--- src/rtl/pwrsw_pkg.sv ---
// Shared types for the card power switch controller.
// Assumes the 9-bit word layout fixed by the slot decoders.
package pwrsw_pkg;
    localparam int WORD_W  = 9;
    localparam int NUM_OUT = 4;
    localparam int NUM_SRC = 3;

    // Source choice for one output; SRC_OPEN leaves all switches open.
    typedef enum logic [1:0] {
        SRC_GND  = 2'd0,
        SRC_LO   = 2'd1,
        SRC_HI   = 2'd2,
        SRC_OPEN = 2'd3
    } src_sel_t;
endpackage

--- src/rtl/pwrsw_serial_rx.sv ---
// Serial receiver: synchronizes the three wires, shifts data on rising
// shift-clock edges, and copies the word on a rising latch edge.
// Assumes the wires change slowly compared with clk.
module pwrsw_serial_rx #(
    parameter int WORD_W      = 9,
    parameter int SYNC_STAGES = 2
) (
    input  logic              clk,
    input  logic              rst_n,
    input  logic              ser_data,
    input  logic              ser_clk,
    input  logic              ser_latch,
    output logic [WORD_W-1:0] hold_word
);
    logic [SYNC_STAGES-1:0] data_s, clk_s, lat_s;
    logic                   clk_q, lat_q;
    logic [WORD_W-1:0]      shift_q;
    logic                   clk_rise, lat_rise;

    // Synchronizer chains and previous-value flops for edge detection.
    always_ff @(posedge clk) begin
        if (!rst_n) begin
            data_s <= '0;
            clk_s  <= '0;
            lat_s  <= '0;
            clk_q  <= 1'b0;
            lat_q  <= 1'b0;
        end else begin
            data_s <= {data_s[SYNC_STAGES-2:0], ser_data};
            clk_s  <= {clk_s[SYNC_STAGES-2:0], ser_clk};
            lat_s  <= {lat_s[SYNC_STAGES-2:0], ser_latch};
            clk_q  <= clk_s[SYNC_STAGES-1];
            lat_q  <= lat_s[SYNC_STAGES-1];
        end
    end

    // Rising edges in the system-clock domain.
    always_comb begin
        clk_rise = clk_s[SYNC_STAGES-1] & ~clk_q;
        lat_rise = lat_s[SYNC_STAGES-1] & ~lat_q;
    end

    // Shift towards the MSB so the first bit sent ends up in the top bit.
    always_ff @(posedge clk) begin
        if (!rst_n)
            shift_q <= '0;
        else if (clk_rise)
            shift_q <= {shift_q[WORD_W-2:0], data_s[SYNC_STAGES-1]};
    end

    // Holding register, cleared at reset so the block starts in shutdown.
    always_ff @(posedge clk) begin
        if (!rst_n)
            hold_word <= '0;
        else if (lat_rise)
            hold_word <= shift_q;
    end
endmodule

--- src/rtl/pwrsw_decode.sv ---
// Decodes the held word into a source choice for each of the four
// outputs. Order: 0 A VCC, 1 A VPP, 2 B VCC, 3 B VPP.
module pwrsw_decode
    import pwrsw_pkg::*;
(
    input  logic [WORD_W-1:0]         word,
    output src_sel_t [NUM_OUT-1:0]    tgt
);
    // VCC fields: code 3 selects ground like code 0.
    function automatic src_sel_t vcc_map(input logic [1:0] code);
        return (code == 2'b11) ? SRC_GND : src_sel_t'(code);
    endfunction

    // VPP fields map straight onto the source encoding.
    function automatic src_sel_t vpp_map(input logic [1:0] code);
        return src_sel_t'(code);
    endfunction

    // Field extraction with shutdown gating on bit 8.
    always_comb begin
        if (!word[8]) begin
            tgt = {NUM_OUT{SRC_OPEN}};
        end else begin
            tgt[0] = vcc_map({word[3], word[2]});
            tgt[1] = vpp_map({word[0], word[1]});
            tgt[2] = vcc_map({word[6], word[7]});
            tgt[3] = vpp_map({word[4], word[5]});
        end
    end
endmodule

--- src/rtl/pwrsw_bbm.sv ---
// Break-before-make sequencer for one output. Opens the present switch,
// waits DEAD_CYC cycles fully open, then closes the requested one.
// A forced open takes effect on the next clock.
module pwrsw_bbm
    import pwrsw_pkg::*;
#(
    parameter int DEAD_CYC = 4
) (
    input  logic               clk,
    input  logic               rst_n,
    input  logic               force_open,
    input  src_sel_t           tgt,
    output logic [NUM_SRC-1:0] en
);
    localparam int CW = (DEAD_CYC < 2) ? 1 : $clog2(DEAD_CYC + 1);
    localparam logic [CW-1:0] LAST = CW'(DEAD_CYC - 1);

    src_sel_t      applied, want;
    logic [CW-1:0] cnt;

    // Thermal override takes priority over the decoded target.
    always_comb want = force_open ? SRC_OPEN : tgt;

    // Sequencer: break at once, make after the dead-time count.
    always_ff @(posedge clk) begin
        if (!rst_n) begin
            applied <= SRC_OPEN;
            cnt     <= '0;
        end else if (want == applied) begin
            cnt <= '0;
        end else if (applied != SRC_OPEN) begin
            applied <= SRC_OPEN;
            cnt     <= '0;
        end else if (cnt == LAST) begin
            applied <= want;
            cnt     <= '0;
        end else begin
            cnt <= cnt + 1'b1;
        end
    end

    // One-hot switch enables from the applied source.
    always_comb begin
        case (applied)
            SRC_GND: en = 3'b001;
            SRC_LO:  en = 3'b010;
            SRC_HI:  en = 3'b100;
            default: en = 3'b000;
        endcase
    end
endmodule

--- src/rtl/pwrsw_ctrl.sv ---
// Top of the dual-slot power switch controller: serial receiver,
// word decoder, one sequencer per output, and overcurrent merge.
// Assumes thermal_flt and oc_flag are synchronous to clk.
module pwrsw_ctrl
    import pwrsw_pkg::*;
#(
    parameter int DEAD_CYC    = 4,
    parameter int SYNC_STAGES = 2
) (
    input  logic               clk,
    input  logic               rst_n,
    input  logic               ser_data,
    input  logic               ser_clk,
    input  logic               ser_latch,
    input  logic               thermal_flt,
    input  logic [NUM_OUT-1:0] oc_flag,
    output logic               oc_n,
    output logic [NUM_SRC-1:0] a_vcc_en,
    output logic [NUM_SRC-1:0] a_vpp_en,
    output logic [NUM_SRC-1:0] b_vcc_en,
    output logic [NUM_SRC-1:0] b_vpp_en
);
    logic [WORD_W-1:0]                hold_word;
    src_sel_t [NUM_OUT-1:0]           tgt;
    logic [NUM_OUT-1:0][NUM_SRC-1:0]  sw_en;

    pwrsw_serial_rx #(.WORD_W(WORD_W), .SYNC_STAGES(SYNC_STAGES)) u_rx (
        .clk(clk), .rst_n(rst_n), .ser_data(ser_data), .ser_clk(ser_clk),
        .ser_latch(ser_latch), .hold_word(hold_word)
    );

    pwrsw_decode u_dec (.word(hold_word), .tgt(tgt));

    // One sequencer per supply output.
    for (genvar g = 0; g < NUM_OUT; g++) begin : g_out
        pwrsw_bbm #(.DEAD_CYC(DEAD_CYC)) u_bbm (
            .clk(clk), .rst_n(rst_n), .force_open(thermal_flt),
            .tgt(tgt[g]), .en(sw_en[g])
        );
    end

    // Output mapping and the merged active-low overcurrent line.
    always_comb begin
        a_vcc_en = sw_en[0];
        a_vpp_en = sw_en[1];
        b_vcc_en = sw_en[2];
        b_vpp_en = sw_en[3];
        oc_n     = ~(|oc_flag);
    end
endmodule

--- config.mk ---
export PLATFORM = sky130hd
export DESIGN_NAME = pwrsw_ctrl
export DESIGN_NICKNAME = d
export VERILOG_FILES = /design/src/rtl/pwrsw_pkg.sv /design/src/rtl/pwrsw_serial_rx.sv /design/src/rtl/pwrsw_decode.sv /design/src/rtl/pwrsw_bbm.sv /design/src/rtl/pwrsw_ctrl.sv
export SDC_FILE = /design/constraint.sdc
export NUM_CORES = 1
export LEC_CHECK = 0
export ABC_CLOCK_PERIOD_IN_PS = 1800
export BUFFER_PORTS_ARGS = -buffer_cell sky130_fd_sc_hd__buf_2
export CORE_MARGIN = 4
export CORE_UTILIZATION = 31
export CTS_BUF_LIST = sky130_fd_sc_hd__clkbuf_8
export DETAILED_ROUTE_END_ITERATION = 12
export GPL_ROUTABILITY_DRIVEN = 0
export GPL_TIMING_DRIVEN = 0
export PLACE_DENSITY = 0.53
export SYNTH_ARGS = -nofsm -noshare
export SYNTH_HDL_FRONTEND = slang
export SYNTH_SLANG_ARGS = --single-unit
export TNS_END_PERCENT = 50
--- constraint.sdc ---
create_clock -name clk -period 1.8 [get_ports clk]
set_clock_uncertainty 0.2 [all_clocks]
set_input_delay 0.27 -clock clk [delete_from_list [all_inputs] [get_ports clk]]
set_output_delay 0.27 -clock clk [all_outputs]
set_load 0.01 [all_outputs]
# --- Yosys cells after proc, flatten, opt, wreduce, memory -nomap -nowiden ---
# Cells that the tools add are included.
word_totals:
  register_bits: 46
  latch_bits: 0
  mem_bits_rw: 0
  mem_bits_ro: 0
  inputBits: 10
  output_inout_bits: 13
  wordCells: 87
  mem_count: 0
classes:
  addsub: 4
  n_mul: 0
  n_div: 0
  n_lt_le_gt_ge: 0
  n_eq_ne: 22
  shift: 0
  n_mux: 19
  bitwise: 10
  n_reduce_logical: 17
op_table:
  columns: ["operator", "count"]
  rows:
  - ["$pmux 3 s3", 4]
  - ["$mux 2", 14]
  - ["$reduce_or 4->1", 5]
  - ["$add 3x1->3 const B", 4]
  - ["$eq 2x2->1 const B", 6]
  - ["$eq 3x2->1 const B", 4]
  - ["$eq 2x1->1 const B", 4]
  - ["$eq 2x2->1", 4]
  - ["$logic_not 2->1", 4]
  - ["$mux 8", 1]
  - ["$ne 2x2->1 const B", 4]
  - ["$not 1->1", 8]
  - ["$reduce_and 2->1", 4]
  - ["$reduce_bool 2->1", 4]
  - ["$and 1x1->1", 2]

# --- Depth between registers and ports, before layout ---
# Gate-level depths: netlist (run 1).
logic_depth:
  depth_word: 7
  ltp_mapped: 6
  mapped_depth_nobuf: 6

# --- By module ---
# A second synthesis (run 1) with hierarchy kept.
hier_totals:
  cells_unflattened: 203
  hier_area_um2: 2115.8
by_module_without_submodules:
  columns: ["module", "n_inst", "cells_per_inst", "area_per_inst_um2", "seq_area_each_um2"]
  rows:
  - ["pwrsw_bbm", 4, 28, 281.5, 100.1]
  - ["pwrsw_serial_rx", 1, 78, 917.1, 520.5]
  - ["pwrsw_decode", 1, 12, 60.1, 0.0]
  - ["pwrsw_ctrl", 1, 1, 12.5, 0.0]

# --- Least setup slack after synthesis (run 1) ---
# Ideal clock, no wire load.
synth_path:
  path_type: "flip-flop to flip-flop"
  startpoint: "register g_out[3].u_bbm.cnt[0]"
  endpoint: "register g_out[3].u_bbm.applied[0]"
  setup_ns: 0.127
  arrival_ns: 1.119
  t_required_ns: 1.473
  path_slack_ns: 0.354
  stages_incl_launch_ff: 6
  path_buffers: 0
  synth_period_minus_slack_ns: 1.446
  path_cell_list: "dfxtp_1 ha_1 ha_1 mux2_2 a21oi_1 or3_1"
synth_via:
  elab_chain_len: 3
synth_rtl:
  columns: ["element", "line_no", "source"]
  rows:
  - ["start, declared", "pwrsw_bbm.sv:19", "logic [CW-1:0] cnt;"]
  - ["start signal, assigned", "pwrsw_bbm.sv:38", "cnt <= cnt + 1'b1;"]
  - ["$eq 3x2->1", "pwrsw_bbm.sv:34", "end else if (cnt == LAST) begin"]
  - ["$reduce_bool 2->1 (no source line)", null, null]
  - ["$reduce_and 2->1 (no source line)", null, null]
  - ["end signal, assigned", "pwrsw_bbm.sv:35", "applied <= want;"]
  - ["end, declared", "pwrsw_bbm.sv:18", "src_sel_t applied, want;"]
# Every way passes these cells.
# A chain may end at the register's enable or synchronous reset.

# --- Final worst setup path (run 1) ---
layout_path:
  startpoint: "register g_out[2].u_bbm.cnt[0]"
  endpoint: "register g_out[2].u_bbm.applied[1]"
layout_via:
  elab_chain_len: 3
layout_rtl:
  columns: ["element", "line_no"]
  rows:
  - ["start, declared", "pwrsw_bbm.sv:19"]
  - ["start signal, assigned", "pwrsw_bbm.sv:38"]
  - ["$eq 3x2->1", "pwrsw_bbm.sv:34"]
  - ["$reduce_bool 2->1 (no source line)", null]
  - ["$reduce_and 2->1 (no source line)", null]
  - ["end signal, assigned", "pwrsw_bbm.sv:35"]
  - ["end, declared", "pwrsw_bbm.sv:18"]
# Every way passes these cells.

==> results of run 1 <==
## worst max-delay path, delay by kind of cell, from the launching register on
family	cells	cell delay [ns]
AOI/OAI and AO/OA	2	0.21
adders and majority gates	2	0.34
DFF	1	0.35
and+or+nand+nor	2	0.33
## layout by cell type (no fill, tap or decap), drive strengths merged, types with 2 or more instances in the layout
master       netlist  routed
nand2             41      41
a21oi              5       5
dlygate4sd3        0       3
nand3b             2       2
inv                9       9
nor2              20      20
buf                5      26
xnor2              3       3
o211ai             2       2
ha                 8       8
or3                5       5
a21o               2       2
bufinv             0       2
dfxtp             46      46
clkbuf             6      12
nand2b             4       4
mux2               2       2
nor3               4       4
a21boi            18      18
nor2b             11      11
and2               8       8
## registers in the layout, indices dropped and copies added, names as in the netlist
signal               count
g_out.u_bbm.applied      8
g_out.u_bbm.cnt         12
u_rx.clk_q               1
u_rx.clk_s               2
u_rx.data_s              2
u_rx.hold_word           9
u_rx.lat_q               1
u_rx.lat_s               2
u_rx.shift_q             9
## cells by family (layout without fill, tap and decap cells)
group / after synthesis / count (layout) / synth area share
flip-flops: 46 / 46 / 0.478
AND/OR/NAND/NOR: 100 / 100 / 0.252
XOR/XNOR: 4 / 4 / 0.0182
AO/OA/AOI/OAI: 35 / 35 / 0.133
buffers and inverters: 20 / 52 / 0.0500
adder cells (fa/ha/maj): 8 / 8 / 0.0520
multiplexers: 3 / 3 / 0.0169
## power groups by stage
stage | Combinational (mW) | Clock [mW] | Sequential (mW)
floorplan | 0.0291 | 0 | 1.05
global placement | 0.0469 | 0 | 1.05
CTS | 0.0523 | 0.966 | 1.03
finish | 0.0506 | 0.930 | 1.03
global route | 0.0586 | 1.01 | 1.03
detailed placement | 0.0471 | 0 | 1.05
## cell type report
cell class	count	area share
repair buffers	24	0.0588
clock buffers	6	0.0359
flip-flops and latches	46	0.401
well taps	75	0.0408
plain buffers	11	0.0272
multi-input cells	150	0.395
inverters	9	0.0147
clock inverters	2	0.0261
## per-layer routing
| layer | share of wire | wire length, um | up-vias | track usage |
|---|---|---|---|---|
| met5 | 0 | 0 | - | 0 |
| met4 | 0.024 | 76 | 0 | 0.0552 |
| met3 | 0.041 | 132 | 8 | 0.0276 |
| met2 | 0.44 | 1390 | 23 | 0.153 |
| met1 | 0.50 | 1590 | 633 | 0.113 |
| li1 | - | - | 774 | - |
## worst paths after layout
kind	slack, ns	from	cells past startpoint	end
setup / recovery	0.26	g_out[2].u_bbm.cnt[0]	6	g_out[2].u_bbm.applied[1]
hold reg to reg	0.23	g_out[1].u_bbm.cnt[0]	1	g_out[1].u_bbm.cnt[0]
setup reg to reg	0.26	g_out[2].u_bbm.cnt[0]	6	g_out[2].u_bbm.applied[1]
hold / removal	0.05	rst_n	2	u_rx.shift_q[5]
## per-stage QoR
stage	worst slack [ns]	std cells
final	0.259	323
after detailed placement	0.249	312
after global routing	0.157	323
after CTS	0.237	323
after global placement	0.271	312
after floorplan	0.354	216
==> flow_summary.ini, run 1 <==
[run_status]
status = finished clean

[timing]
fmax_ghz = 0.649
layout_min_cycle_time_ns = 1.54
finalCritPeriodShare = 0.856
hold_viol = 0
finalHoldWorstSlack_ns = 0.0497
rsz0062_at_grt = false
setup_violations = 0
relSlewSlack = 0.725
setup_tns_ns = 0
worstMarginPinSlew_ns = 0.412
drv_slew = 0

[global_routing]
antenna_found_initial = 0
grt_pass1_wl_mm = 5.61
grt_pass1_vias = 1293
grt-ovfl-total = 0
grt_max_degree = 15
grt.total_usage = 0.0956

[placed_design]
port_buffers = 21
placed_area_um2 = 2120
dp_hpwl_mm = 2.25

[hold_path]
hold_class = input pin to flop

[pwr]
pwr-share-clk = 0.463
seqPwrFrac = 0.512
combPwrFrac = 0.025
p_switching_mw = 0.364
intPower_mw = 1.64
power_leakage_nw = 0.904
p_per_area_nw_per_um2 = 874
p_sw_frac = 0.182
ir_drop_uv = 520
total_power_mw = 2.01

[clock_network]
clockBufferDepth = 2
cts_setup_buffers = 0
clkLatencyLatePin_ns = 0.30
cts_num_sinks = 46
ctsHoldBuffers = 3
cts_root_buf = clkbuf_8
clk_pin_slew_ns = 0.09
post_cts_resized = 0
cts_tree = done
numCtsBuffers = 5
htree_levels = 2

[layout]
fin_area_um2 = 2300
area_growth_pct = 19.3
nFillCells = 628
drive_gt1_frac = 0.153
multiInputGateArea_um2 = 908
antenna_cells = 0
finalNetCount = 265
post-route-util = 0.383
regArea_um2 = 921

[drt]
drc = 0
antenna_left = 0
wl_mm = 3.19
wl_per_cell_um = 9.87
drt-vias-per-instance = 4.45
num_vias = 1438
drt_pass1_iterations = 4
drtIter0Drc = 48

[setup_path]
crit_type = flop to flop
max_stage_delay_ns = 0.35
crit_arrival_ns = 1.53
start_kind = flop
cp-end-kind = flop
cp_max_fo = 3
cp_cell_sequence = ha_1, ha_1, nand2_1, o2bb2ai_1, a22oi_1, or2_2
required_ns = 1.79
cpMostUsedCell = ha_1
crit_slowest_cell = dfxtp_1

[run]
drv_cap = 0

[die]
row_count = 28
dieArea_um2 = 7540
initial_core_util = 0.321
coreArea_um2 = 5990
top_level_ports = 23
die_w_um = 86.8
die_h_um = 86.8

[logic_synthesis]
yosys_most_used_dff = dfxtp_1
synthCells = 216
ys_seq_area_frac = 0.478
syn_area_um2 = 1930
synth_warnings = 0
synth.most_common_cell = dfxtp_1
ys_async_sr_fraction = 0
ys_ff_latch = 46
synth_common_cells = 46 x dfxtp_1, 41 x nand2_1, 20 x nor2_1, 18 x a21boi_0, 11 x nor2b_1
synth_area_leader_cell = dfxtp_1
synth_top_area_share = 0.478
synthesis.nets = 234
netlist_top_cells_area = dfxtp_1 48%, nand2_1 8.0%, a21boi_0 7.0%, ha_1 5.2%, nor2_1 3.9%
ys_types = 37
avgSynthCellArea_um2 = 8.91
synth_edf_count = 0
(Power assumes the default switching activity.)
==> inputs of run 2 (changes only) <==
--- a/config.mk
+++ b/config.mk
@@ -5,6 +5,7 @@
 export SDC_FILE = /design/constraint.sdc
 export NUM_CORES = 1
 export LEC_CHECK = 0
+export ABC_AREA = 1
 export ABC_CLOCK_PERIOD_IN_PS = 1800
 export BUFFER_PORTS_ARGS = -buffer_cell sky130_fd_sc_hd__buf_2
 export CORE_MARGIN = 4
==> flow_summary.ini, run 2 <==
[logic_synthesis]
synthAdderAreaFrac = 0.0509
synth_edf_count = 0
synth_warnings = 0
synth_area_leader_cell = dfxtp_1
ys_seq_area_frac = 0.468
syn_area_um2 = 1970
synth_top_area_share = 0.468
ys_types = 18
ys_ff_latch = 46
synthesis.nets = 296
synthSimpleGateAreaFrac = 0.310
synth_top_family_by_area = simple AND/OR/NAND/NOR gates
avgSynthCellArea_um2 = 7.08
muxShareOfSynthArea = 0
synth_compound_area_frac = 0.0687
synth.most_common_cell = nor2_1
ys_async_sr_fraction = 0
synth_xor_area_frac = 0
synthCells = 278
netlist_top_cells_area = dfxtp_1 47%, nor2_1 11%, nand2_1 10%, inv_1 8.0%, nand3_1 6.6%
synth_common_cells = 59 x nor2_1, 55 x nand2_1, 46 x dfxtp_1, 42 x inv_1, 26 x nand3_1
yosys_most_used_dff = dfxtp_1

[setup_path]
crit_arrival_ns = 1.09
ff2ff_setup_slack_ns = 0.32
cp_max_fo = 6
ff2ff_path_depth = 6
worstReg2RegEnd = u_rx.hold_word[7]
start_kind = flop
crit_type = flop to primary output
required_ns = 1.33
rr_startpoint = u_rx.lat_s[1]
cp-end-kind = primary output

[timing]
relSlewSlack = 0.661
rsz0062_at_grt = false
setup_violations = 0
drv_slew = 0
worstMarginPinSlew_ns = 0.508
fmax_ghz = 0.639
layout_min_cycle_time_ns = 1.56
finalCritPeriodShare = 0.869
hold_viol = 0
setup_slack_ns = 0.236
setup_tns_ns = 0

[placed_design]
dp_hpwl_mm = 2.70
placed_area_um2 = 2170
port_buffers = 21
dp_slack_ns = 0.274

[pwr]
p_sw_frac = 0.226
p_switching_mw = 0.406
ir_drop_uv = 495
power_leakage_nw = 1.23
seqPwrFrac = 0.591
pwr-share-clk = 0.349
combPwrFrac = 0.060
intPower_mw = 1.39
p_per_area_nw_per_um2 = 786
total_power_mw = 1.80

[global_routing]
grt_pass1_vias = 1510
grt-ovfl-total = 0
grt_max_degree = 14
antenna_found_initial = 0
grt.total_usage = 0.105
grt_pass1_wl_mm = 6.49

[drt]
wl_mm = 3.65
num_vias = 1678
drt_pass1_iterations = 4
antenna_left = 0
wl_per_cell_um = 9.49
wl_met1_mm = 1.83
drc = 0
wl_met2_mm = 1.56
wl_met3_um = 242
highest_layer = met4
drtIter0Drc = 85
drt-vias-per-instance = 4.36

[clock_network]
post_cts_resized = 0
clockBufferDepth = 2
clkLatencyLatePin_ns = 0.28
clk_pin_slew_ns = 0.08
cts_root_buf = clkbuf_8
cts_num_sinks = 46
numCtsBuffers = 5
cts_tree = done
htree_levels = 2

[layout]
layout_commonest_cell = nor2_1
antenna_cells = 0
reg_top3 = g_out.u_bbm.cnt x12, u_rx.hold_word x9, u_rx.shift_q x9
max_flop_register = g_out.u_bbm.cnt
fin_area_um2 = 2290
finalNetCount = 327
largest_reg_flops = 12
area_growth_pct = 16.3
drive_gt1_frac = 0.126
nFillCells = 662
layout_common_cells = 59 x nor2_1, 55 x nand2_1, 46 x dfxtp_1

[die]
row_count = 28
die_h_um = 87.7
coreArea_um2 = 6030
top_level_ports = 23
dieArea_um2 = 7680
initial_core_util = 0.326
die_w_um = 87.7

[hold_path]
hold_end = u_rx.hold_word[6]
min_from = rst_n
hold_class = input pin to flop
whs_path_depth = 3

[run_status]
status = finished clean

[run]
drv_cap = 0
==> run 2: changes by cell type in the layout (fill, tap and decap cells not counted), moves of 11 or more <==
cell	delta
a21boi_0	-18
inv_1	+34
nand2_1	+14
nand3_1	+25
nor2_1	+39
nor2b_1	-11
o21ai_0	+21
==> run 2: worst max-delay path, cell delays in order, from the launching register on <==
cell	delay (ns)
dfxtp_1	0.44
inv_1	0.08
nor2_1	0.13
buf_2	0.16
==> run 2: routing by layer <==
metal	vias to the layer above	GRT usage
li1	919	-
met1	724	0.135
met2	33	0.172
met3	2	0.0282
met4	0	0.0335
met5	-	0
==> run 2: stage by stage <==
step	utilization	cells	hold WS (ns)
final	0.380	385	0.0958
after global routing	0.380	385	0.0978
after CTS	0.380	385	0.0909
after detailed placement	0.359	374	0.204
after global placement	0.359	374	0.194
after floorplan	-	278	0.168
==> run 2: cell families (layout without fill, tap and decap cells) <==
| logic type | after synthesis | after routing |
|---|---|---|
| fa+ha+maj | 8 | 8 |
| simple gates | 147 | 147 |
| compound gates | 27 | 27 |
| flops | 46 | 46 |
| buf+inv | 50 | 82 |
==> run 2: final cells by class <==
class	instances	area, um2	area share
multi-input cells	182	845	0.369
repair buffers	24	135	0.0591
clock inverters	2	8.76	0.00383
plain buffers	6	36.3	0.0159
inverters	44	165	0.0722
flip-flops and latches	46	921	0.403
clock buffers	6	82.6	0.0361
well taps	75	93.8	0.0410
==> run 2: timing repair <==
| action | CTS | global route |
|---|---|---|
| hold buffers | 3 | 0 |
| endpoints found under the hold margin | 3 | 0 |
| buffers inserted | 0 | 0 |
==> run 2: worst max-delay path by stage <==
stage	startpoint	depth (start not counted)	end	slack (ns)
6_report	g_out[1].u_bbm.applied[0]	3	a_vpp_en[1]	0.24
5_1_grt	u_rx.hold_word[8]	7	g_out[3].u_bbm.applied[1]	0.12
4_1_cts	g_out[1].u_bbm.applied[0]	3	a_vpp_en[1]	0.24
3_5_place_dp	thermal_flt	9	g_out[3].u_bbm.applied[0]	0.27
3_3_place_gp	thermal_flt	10	g_out[2].u_bbm.applied[0]	0.27
2_1_floorplan	g_out[0].u_bbm.cnt[0]	6	g_out[0].u_bbm.applied[0]	0.44
==> run 2: power groups by stage <==
stage / clock network [mW] / logic (mW) / registers (mW)
floorplan: 0 / 0.0753 / 1.08
detailed placement: 0 / 0.104 / 1.09
CTS: 0.662 / 0.110 / 1.06
global route: 0.706 / 0.128 / 1.07
finish: 0.628 / 0.107 / 1.06
global placement: 0 / 0.103 / 1.09
==> inputs of run 3 (changes only) <==
--- a/config.mk
+++ b/config.mk
@@ -6,7 +6,7 @@
 export NUM_CORES = 1
 export LEC_CHECK = 0
 export ABC_AREA = 1
-export ABC_CLOCK_PERIOD_IN_PS = 1800
+export ABC_CLOCK_PERIOD_IN_PS = 2000
 export BUFFER_PORTS_ARGS = -buffer_cell sky130_fd_sc_hd__buf_2
 export CORE_MARGIN = 4
 export CORE_UTILIZATION = 31
@@ -15,6 +15,7 @@
 export GPL_ROUTABILITY_DRIVEN = 0
 export GPL_TIMING_DRIVEN = 0
 export PLACE_DENSITY = 0.53
+export RECOVER_POWER = 50
 export SYNTH_ARGS = -nofsm -noshare
 export SYNTH_HDL_FRONTEND = slang
 export SYNTH_SLANG_ARGS = --single-unit
==> constraint.sdc (replaced) <==
create_clock -name clk -period 2 [get_ports clk]
set_clock_uncertainty 0.2 [all_clocks]
set_input_delay 0.3 -clock clk [delete_from_list [all_inputs] [get_ports clk]]
set_output_delay 0.3 -clock clk [all_outputs]
set_load 0.01 [all_outputs]
==> flow_summary.ini, run 3 (synthesis results as in run 2) <==
[run_status]
status = finished clean

[layout]
area_growth_pct = 14.7
largest_reg_flops = 12
fin_area_um2 = 2260
finalNetCount = 327
layout_common_cells = 60 x nor2_1, 57 x nand2_1, 46 x dfxtp_1
antenna_cells = 0
layout_commonest_cell = nor2_1
nFillCells = 673
finalNonFillerCells = 385
max_flop_register = g_out.u_bbm.cnt
reg_top3 = g_out.u_bbm.cnt x12, u_rx.hold_word x9, u_rx.shift_q x9
drive_gt1_frac = 0.0806
post-route-util = 0.374

[timing]
finalCritPeriodShare = 0.803
setup_tns_ns = 0
layout_min_cycle_time_ns = 1.61
setup_violations = 0
hold_viol = 0
setup_slack_ns = 0.395
drv_slew = 0
rsz0062_at_grt = false
finalHoldWorstSlack_ns = 0.187
fmax_ghz = 0.623
relSlewSlack = 0.662
worstMarginPinSlew_ns = 0.507

[setup_path]
crit_arrival_ns = 1.57
crit_type = flop to flop
cp-end-kind = flop
start_kind = flop
required_ns = 1.97
cp_max_fo = 10

[die]
die_w_um = 87.7
dieArea_um2 = 7680
initial_core_util = 0.326
top_level_ports = 23
coreArea_um2 = 6030
die_h_um = 87.7
row_count = 28

[placed_design]
dp_slack_ns = 0.444
placed_area_um2 = 2170
placed_cells = 374
port_buffers = 21
dp_hpwl_mm = 2.70

[drt]
drc = 0
drtIter0Drc = 84
drt-vias-per-instance = 4.36
drt_pass1_iterations = 4
num_vias = 1678
wl_mm = 3.68
antenna_left = 0
wl_per_cell_um = 9.55

[clock_network]
numCtsBuffers = 5
clockBufferDepth = 2
post_cts_resized = 0
clkLatencyLatePin_ns = 0.28
cts_setup_buffers = 0
cts_root_buf = clkbuf_8
cts_num_sinks = 46
htree_levels = 2
clk_pin_slew_ns = 0.08
cts_tree = done

[pwr]
power_leakage_nw = 1.20
ir_drop_uv = 444
total_power_mw = 1.61
p_per_area_nw_per_um2 = 715

[global_routing]
antenna_found_initial = 0
grt_pass1_vias = 1510
grt-ovfl-total = 0
grt_pass1_wl_mm = 6.49
grt.total_usage = 0.105
grt_max_degree = 14

[hold_path]
hold_class = input pin to flop

[run]
drv_cap = 0
## run 3: power breakdown
group	internal, mW	switching, mW
clock network	0.274	0.290
registers	0.942	0.0143
logic	0.0342	0.0588
total	1.25	0.363
## run 3: final timing paths
kind                       start                end  slack, ns  cells past startpoint
setup reg to reg   u_rx.lat_s[1]  u_rx.hold_word[7]       0.39                      6
setup / recovery   u_rx.lat_s[1]  u_rx.hold_word[7]       0.39                      6
hold / removal             rst_n    u_rx.shift_q[4]       0.19                      3
hold reg to reg   u_rx.data_s[0]     u_rx.data_s[1]       0.22                      2
## run 3: repair_timing
item | in CTS | in global routing
hold endpoints to repair | 3 | 0
setup endpoints to repair | 0 | 0
hold buffers | 3 | 0
## run 3: worst max-delay path: stages, from the launching register on
cell,delay (ns)
dfxtp_1,0.33
inv_1,0.04
nor2_1,0.24
inv_1,0.14
clkbuf_1,0.25
o21ai_0,0.23
a21oi_1,0.05
## run 3: cell type report
type,instances,area (um2),area share
sequential,46,921,0.408
multi-input combinational,182,827,0.367
inverter,44,165,0.0732
timing repair buffer,24,128,0.0566
tap,75,93.8,0.0416
clock buffer,6,82.6,0.0366
buffer,6,30.0,0.0133
clock inverter,2,8.76,0.00388
## run 3: layer usage
layer	track usage	part of all wire	up-vias
met5	0	0	-
met4	0.0335	0.0068	0
met3	0.0282	0.054	2
met2	0.172	0.43	28
met1	0.135	0.51	731
li1	-	-	917
